`src/rtl/irq_hub_pkg.sv`:
```
package irq_hub_pkg;

    localparam int EVT_W     = 4;
    localparam int BIT_MEAS  = 0;
    localparam int BIT_RSTEV = 1;
    localparam int BIT_TWARN = 2;
    localparam int BIT_TSD   = 3;

    typedef enum logic [1:0] {
        ADDR_STATUS = 2'd0,
        ADDR_MASK   = 2'd1,
        ADDR_LIVE   = 2'd2,
        ADDR_RSVD   = 2'd3
    } reg_addr_e;

    typedef struct packed {
        logic tsd;
        logic twarn;
        logic rstev;
        logic meas;
    } evt_vec_t;

    typedef struct packed {
        logic      sel;
        logic      wr;
        reg_addr_e addr;
    } bus_ctl_t;

    function automatic logic is_write(bus_ctl_t c, reg_addr_e a);
        return c.sel && c.wr && (c.addr == a);
    endfunction

    function automatic logic [7:0] live_word(logic warn, logic sd);
        return {6'b0, warn, sd};
    endfunction

endpackage

```
`src/rtl/irq_evt_latch.sv`:
```
module irq_evt_latch #(
    parameter int W = 4
) (
    input  logic         clk,
    input  logic         rst,
    input  logic [W-1:0] set_i,
    input  logic [W-1:0] clr_i,
    output logic [W-1:0] q_o
);
    for (genvar i = 0; i < W; i++) begin : g_bit
        always_ff @(posedge clk) begin
            if (rst) begin
                q_o[i] <= 1'b0;
            end else if (set_i[i]) begin
                q_o[i] <= 1'b1;
            end else if (clr_i[i]) begin
                q_o[i] <= 1'b0;
            end
        end
    end
endmodule

```
`src/rtl/irq_rst_seq.sv`:
```
module irq_rst_seq (
    input  logic clk,
    input  logic rst,
    input  logic startup_done,
    input  logic uvlo_evt,
    input  logic sw_rst_req,
    output logic regfile_rst_o,
    output logic rstev_set_o
);
    logic pulse_q;

    always_ff @(posedge clk) begin
        if (rst) begin
            pulse_q <= 1'b0;
        end else begin
            pulse_q <= uvlo_evt | sw_rst_req;
        end
    end

    assign regfile_rst_o = pulse_q;
    assign rstev_set_o   = startup_done | pulse_q;
endmodule

```
`src/rtl/irq_summary.sv`:
```
module irq_summary #(
    parameter int NUM_CH = 4,
    parameter int CH_W   = 8
) (
    input  logic [NUM_CH*CH_W-1:0] regs_i,
    output logic [NUM_CH-1:0]      pend_o
);
    for (genvar c = 0; c < NUM_CH; c++) begin : g_ch
        assign pend_o[c] = |regs_i[c*CH_W +: CH_W];
    end
endmodule

```
`src/rtl/irq_conv_gate.sv`:
```
module irq_conv_gate #(
    parameter int NUM_CONV = 4
) (
    input  logic                shut_i,
    input  logic [NUM_CONV-1:0] req_i,
    output logic [NUM_CONV-1:0] en_o
);
    for (genvar k = 0; k < NUM_CONV; k++) begin : g_conv
        assign en_o[k] = req_i[k] & ~shut_i;
    end
endmodule

```
`src/rtl/irq_status_hub.sv`:
```
module irq_status_hub
    import irq_hub_pkg::*;
#(
    parameter int NUM_CH   = 4,
    parameter int CH_W     = 8,
    parameter int NUM_CONV = 4
) (
    input  logic                                clk,
    input  logic                                rst,
    input  logic                                bus_sel,
    input  logic                                bus_wr,
    input  logic [1:0]                          bus_addr,
    input  logic [NUM_CH+irq_hub_pkg::EVT_W-1:0] bus_wdata,
    output logic [NUM_CH+irq_hub_pkg::EVT_W-1:0] bus_rdata,
    input  logic                                evt_tsd,
    input  logic                                evt_twarn,
    input  logic                                evt_meas_done,
    input  logic                                startup_done,
    input  logic                                uvlo_evt,
    input  logic                                sw_rst_req,
    input  logic [NUM_CH*CH_W-1:0]              ch_irq_regs,
    input  logic                                raw_sd,
    input  logic                                raw_warn,
    output logic [1:0]                          live_therm_o,
    input  logic [NUM_CONV-1:0]                 conv_en_req,
    output logic [NUM_CONV-1:0]                 conv_en_o,
    output logic                                regfile_rst_o,
    output logic                                irq_o
);
    localparam int STAT_W = NUM_CH + EVT_W;

    bus_ctl_t              ctl;
    evt_vec_t              evt_set;
    evt_vec_t              evt_clr;
    evt_vec_t              evt_q;
    logic [NUM_CH-1:0]     pend;
    logic [STAT_W-1:0]     stat_vec;
    logic [STAT_W-1:0]     mask_q;
    logic                  rstev_set;

    assign ctl = '{sel: bus_sel, wr: bus_wr, addr: reg_addr_e'(bus_addr)};

    irq_rst_seq u_rst_seq (
        .clk          (clk),
        .rst          (rst),
        .startup_done (startup_done),
        .uvlo_evt     (uvlo_evt),
        .sw_rst_req   (sw_rst_req),
        .regfile_rst_o(regfile_rst_o),
        .rstev_set_o  (rstev_set)
    );

    assign evt_set = '{tsd: evt_tsd, twarn: evt_twarn, rstev: rstev_set, meas: evt_meas_done};

    always_comb begin
        evt_clr = '0;
        if (is_write(ctl, ADDR_STATUS)) begin
            evt_clr = evt_vec_t'(bus_wdata[EVT_W-1:0]);
        end
    end

    irq_evt_latch #(.W(EVT_W)) u_latch (
        .clk  (clk),
        .rst  (rst),
        .set_i(evt_set),
        .clr_i(evt_clr),
        .q_o  (evt_q)
    );

    irq_summary #(.NUM_CH(NUM_CH), .CH_W(CH_W)) u_summary (
        .regs_i(ch_irq_regs),
        .pend_o(pend)
    );

    assign stat_vec = {pend, evt_q};

    always_ff @(posedge clk) begin
        if (rst || regfile_rst_o) begin
            mask_q <= '1;
        end else if (is_write(ctl, ADDR_MASK)) begin
            mask_q <= bus_wdata;
        end
    end

    assign irq_o = |(stat_vec & mask_q);

    irq_conv_gate #(.NUM_CONV(NUM_CONV)) u_gate (
        .shut_i(evt_q.tsd),
        .req_i (conv_en_req),
        .en_o  (conv_en_o)
    );

    assign live_therm_o = {raw_warn, raw_sd};

    always_comb begin
        unique case (ctl.addr)
            ADDR_STATUS: bus_rdata = stat_vec;
            ADDR_MASK:   bus_rdata = mask_q;
            ADDR_LIVE:   bus_rdata = STAT_W'(live_word(raw_warn, raw_sd));
            default:     bus_rdata = '0;
        endcase
    end
endmodule

```
`config.mk`:
```
export PLATFORM = sky130hd
export DESIGN_NAME = irq_status_hub
export DESIGN_NICKNAME = d
export VERILOG_FILES = /design/src/rtl/irq_hub_pkg.sv /design/src/rtl/irq_evt_latch.sv /design/src/rtl/irq_rst_seq.sv /design/src/rtl/irq_summary.sv /design/src/rtl/irq_conv_gate.sv /design/src/rtl/irq_status_hub.sv
export SDC_FILE = /design/constraint.sdc
export NUM_CORES = 1
export LEC_CHECK = 0
export ABC_AREA = 1
export BUFFER_PORTS_ARGS = -buffer_cell sky130_fd_sc_hd__buf_2
export CAP_MARGIN = 10
export CORE_UTILIZATION = 39
export DETAILED_ROUTE_END_ITERATION = 12
export GPL_TIMING_DRIVEN = 0
export PLACE_DENSITY_LB_ADDON = 0.08
export SYNTH_ARGS = -nofsm -noshare
export SYNTH_HDL_FRONTEND = slang
export SYNTH_HIERARCHICAL = 1
export SYNTH_SLANG_ARGS = --single-unit
```
`constraint.sdc`:
```
create_clock -name clk -period 1.15 [get_ports clk]
set_input_delay 0.0575 -clock clk [delete_from_list [all_inputs] [get_ports clk]]
set_output_delay 0.0575 -clock clk [all_outputs]
set_load 0.005 [all_outputs]
```
==> results.sh <==
export IMPL_r2r_setup_slack_ns=0.09
export IMPL_fmax_mhz=914.8
export IMPL_reg2reg_depth=2
export IMPL_worst_pin_slew_ns=0.5443
export IMPL_die_x_um=51.58
export IMPL_synthCells=182
export IMPL_start_kind="flip-flop"
export IMPL_path_buf_inv=1
export IMPL_ys_seq_area_share_pct=27.15
export IMPL_path_cells="nand2_1, and3_1, nand2_1, buf_2"
export IMPL_die_area_sq_mm=0.002660
export IMPL_vias_per_cell=4.283
export IMPL_critPathSlowestCell="dfxtp_1"
export IMPL_reg2reg_to="mask_q[2]$_SDFFE_PP1P_"
export IMPL_ios=74
export IMPL_multi_input_area_sq_um=484.2
export IMPL_grt_total_usage_pct=19.79
export IMPL_critPathArrivalTime_ns=1.04
export IMPL_power_density_mw_per_mm2=751.0
export IMPL_antenna_found_initial=0
export IMPL_synth_area_sq_um=958.4
export IMPL_ant_nets=0
export IMPL_finalHoldViolCount=1
export IMPL_cts_inserted_buffers=3
export IMPL_synth_top_cell_by_area="dfxtp_1"
export IMPL_grt_max_degree=11
export IMPL_clkTransAtPathRegs_ns=0.08
export IMPL_hold_slack_ns=-0.004760
export IMPL_fill_cells=256
export IMPL_start_util_pct=42.51
export IMPL_area_growth_pct=51.96
export IMPL_cts_tree="yes"
export IMPL_startpoint="mask_q[0]$_SDFFE_PP1P_"
export IMPL_drc=0
export IMPL_grt_pass1_vias=1094
export IMPL_drtPass1Iterations=4
export IMPL_setup_violations=0
export IMPL_worstSetupPathType="reg -> out"
export IMPL_critPathTopFamily="flip-flops"
export IMPL_synth_fp_nets=240
export IMPL_peakVddDrop_mv=0.7202
export IMPL_core_rowCount=17
export IMPL_cts_root_buf="clkbuf_4"
export IMPL_port_buffers=73
export IMPL_hp_class="in -> reg"
export IMPL_drt_first_iter_violations=27
export IMPL_critPathCapture="irq_o"
export IMPL_period_needed_ns=1.093
export IMPL_grt_pass1_wl_mm=4.022
export IMPL_outcome="finished with violations"
export IMPL_ys_types=15
export IMPL_post_cts_buffers=0
export IMPL_crit_top_cell="nand2_1"
export IMPL_synth_warnings=6
export IMPL_rsz0062_at_grt="true"
export IMPL_gp_congestion=0.7255
export IMPL_violations="negative hold slack"
export IMPL_dp_hpwl_mm=1.871
export IMPL_setup_tns_ns=0
export IMPL_clock_latency_ns=0.29
export IMPL_regToRegStartpoint="u_rst_seq/regfile_rst_o$_SDFF_PP0_"
export IMPL_max_slew_margin_pct=63.58
export IMPL_power_uw=1094
export IMPL_finClkSkew_ns=0.0006473
export IMPL_fin_crit_sh_pct=95.06
export IMPL_crit_cells=4
export IMPL_synth_top_area_share_pct=27.15
export IMPL_ctsLongestPathBuffers=2
export IMPL_route_detailed_wl_per_inst_um=8.328
export IMPL_fin_nets=324
export IMPL_slowest_delay_ns=0.36
export IMPL_regArea_sq_um=271.5
export IMPL_cp_max_fo=3
export IMPL_drv_cap=0
export IMPL_diodes=0
export IMPL_grt_ovfl_total=0
export IMPL_dr_total_vias=1255
export IMPL_maxSlewViolCount=0
export IMPL_htree_num_levels=1
export IMPL_clock_sinks=13
export IMPL_core_area_sq_mm=0.002255
export IMPL_ys_top_cells_by_area="dfxtp_1, nand2_1, inv_1"
export IMPL_drive_above_1_share_pct=33.96
export IMPL_p_leak_uw=0.0009767
export IMPL_required_ns=1.09
export IMPL_wl_mm=2.440
export IMPL_end_kind="output port"
export IMPL_synth_area_per_cell_sq_um=5.266
export IMPL_ys_seq_elements=13
export IMPL_fp_dieH_um=51.58
## routing by layer
metal | vias to the layer above | track usage [%] | wire [um]
li1 | 689 | - | -
met5 | - | 0 | 0
met1 | 518 | 21.12 | 1042
met3 | 5 | 2.924 | 173
met4 | 0 | 8.108 | 41
met2 | 43 | 38.10 | 1182
## worst min path at each step
stage | depth (start not counted) | end | slack (ns) | start
2_1_floorplan | 1 | u_latch/q_o[0]$_SDFFE_PP0P_ | 0.13 | rst
3_3_place_gp | 3 | u_rst_seq/regfile_rst_o$_SDFF_PP0_ | 0.26 | uvlo_evt
3_5_place_dp | 3 | u_rst_seq/regfile_rst_o$_SDFF_PP0_ | 0.28 | sw_rst_req
4_1_cts | 3 | u_latch/q_o[0]$_SDFFE_PP0P_ | 0.004 | evt_meas_done
5_1_grt | 3 | mask_q[4]$_SDFFE_PP1P_ | 0.01 | bus_wdata[4]
6_report | 3 | u_latch/q_o[0]$_SDFFE_PP0P_ | -0.005 | evt_meas_done
## tightest hold or removal path, cell delays in order
cell and delay (ns):
buf_2 0.09, inv_1 0.04, a21oi_1 0.06
## cell families (layout without fill, tap and decap cells)
kind of cell / count (synthesis) / after routing / share of synthesized area, %
flops: 13 / 13 / 27.15
simple gates: 112 / 112 / 48.43
compound gates: 4 / 4 / 2.089
buf+inv: 53 / 136 / 22.32
## registers in the layout (all words and copies together) (netlist names)
signal                   count
mask_q                       8
u_latch/q_o                  4
u_rst_seq/regfile_rst_o      1
## cell type report
| type | count | area share [%] |
|---|---|---|
| Buffer | 3 | 1.804 |
| Clock buffer | 4 | 1.804 |
| Inverter | 50 | 12.89 |
| Multi-Input combinational cell | 116 | 33.25 |
| Sequential cell | 13 | 18.64 |
| Tap cell | 28 | 2.405 |
| Timing Repair Buffer | 79 | 29.21 |
## report_power, final
group | internal (uW) | leakage (uW) | total [uW] | switching, uW
sequential | 469 | 0.000106 | 486 | 16.8
clock | 135 | 0.0000150 | 299 | 164
combinational | 166 | 0.000856 | 309 | 142
## cells in the mapped netlist (all sizes together)
| library cell | count |
|---|---|
| a21oi | 4 |
| and3 | 1 |
| buf | 3 |
| clkinv | 1 |
| dfxtp | 13 |
| inv | 49 |
| nand2 | 67 |
| nand3 | 21 |
| nor2 | 22 |
| or2 | 1 |
## cells in the final DEF (no fill, tap or decap)
cell type	Yosys	routed
a21oi_1	4	4
and3_1	1	1
buf_2	0	73
buf_4	2	2
buf_6	1	1
clkbuf_1	0	1
clkbuf_4	0	3
clkinv_1	1	1
dfxtp_1	13	6
dfxtp_2	0	6
dfxtp_4	0	1
dlygate4sd3_1	0	6
inv_1	48	48
inv_2	1	1
nand2_1	66	66
nand2_2	1	1
nand3_1	21	21
nor2_1	20	20
nor2_2	1	1
nor2_4	1	1
or2_1	1	1
## stage by stage
| step | util, % | cells | area [sq um] | setup slack (ns) |
|---|---|---|---|---|
| after CTS | 64.15 | 293 | 1446 | 0.02337 |
| after detailed placement | 60.27 | 283 | 1359 | -0.004721 |
| after global routing | 64.59 | 293 | 1456 | -0.01630 |
| after global placement | 60.27 | 283 | 1359 | 0.02154 |
| after floorplan | - | 182 | 958.4 | 0.3019 |
| final | 64.59 | 293 | 1456 | 0.05684 |
## timing repair
action                                 in CTS  in global routing
resized for setup                           1                  7
pin swaps                                   0                  3
hold buffers                                6                  0
setup endpoints to repair                   1                  1
endpoints found under the hold margin       4                  0
Note: power is estimated with default switching activity, not from simulation.
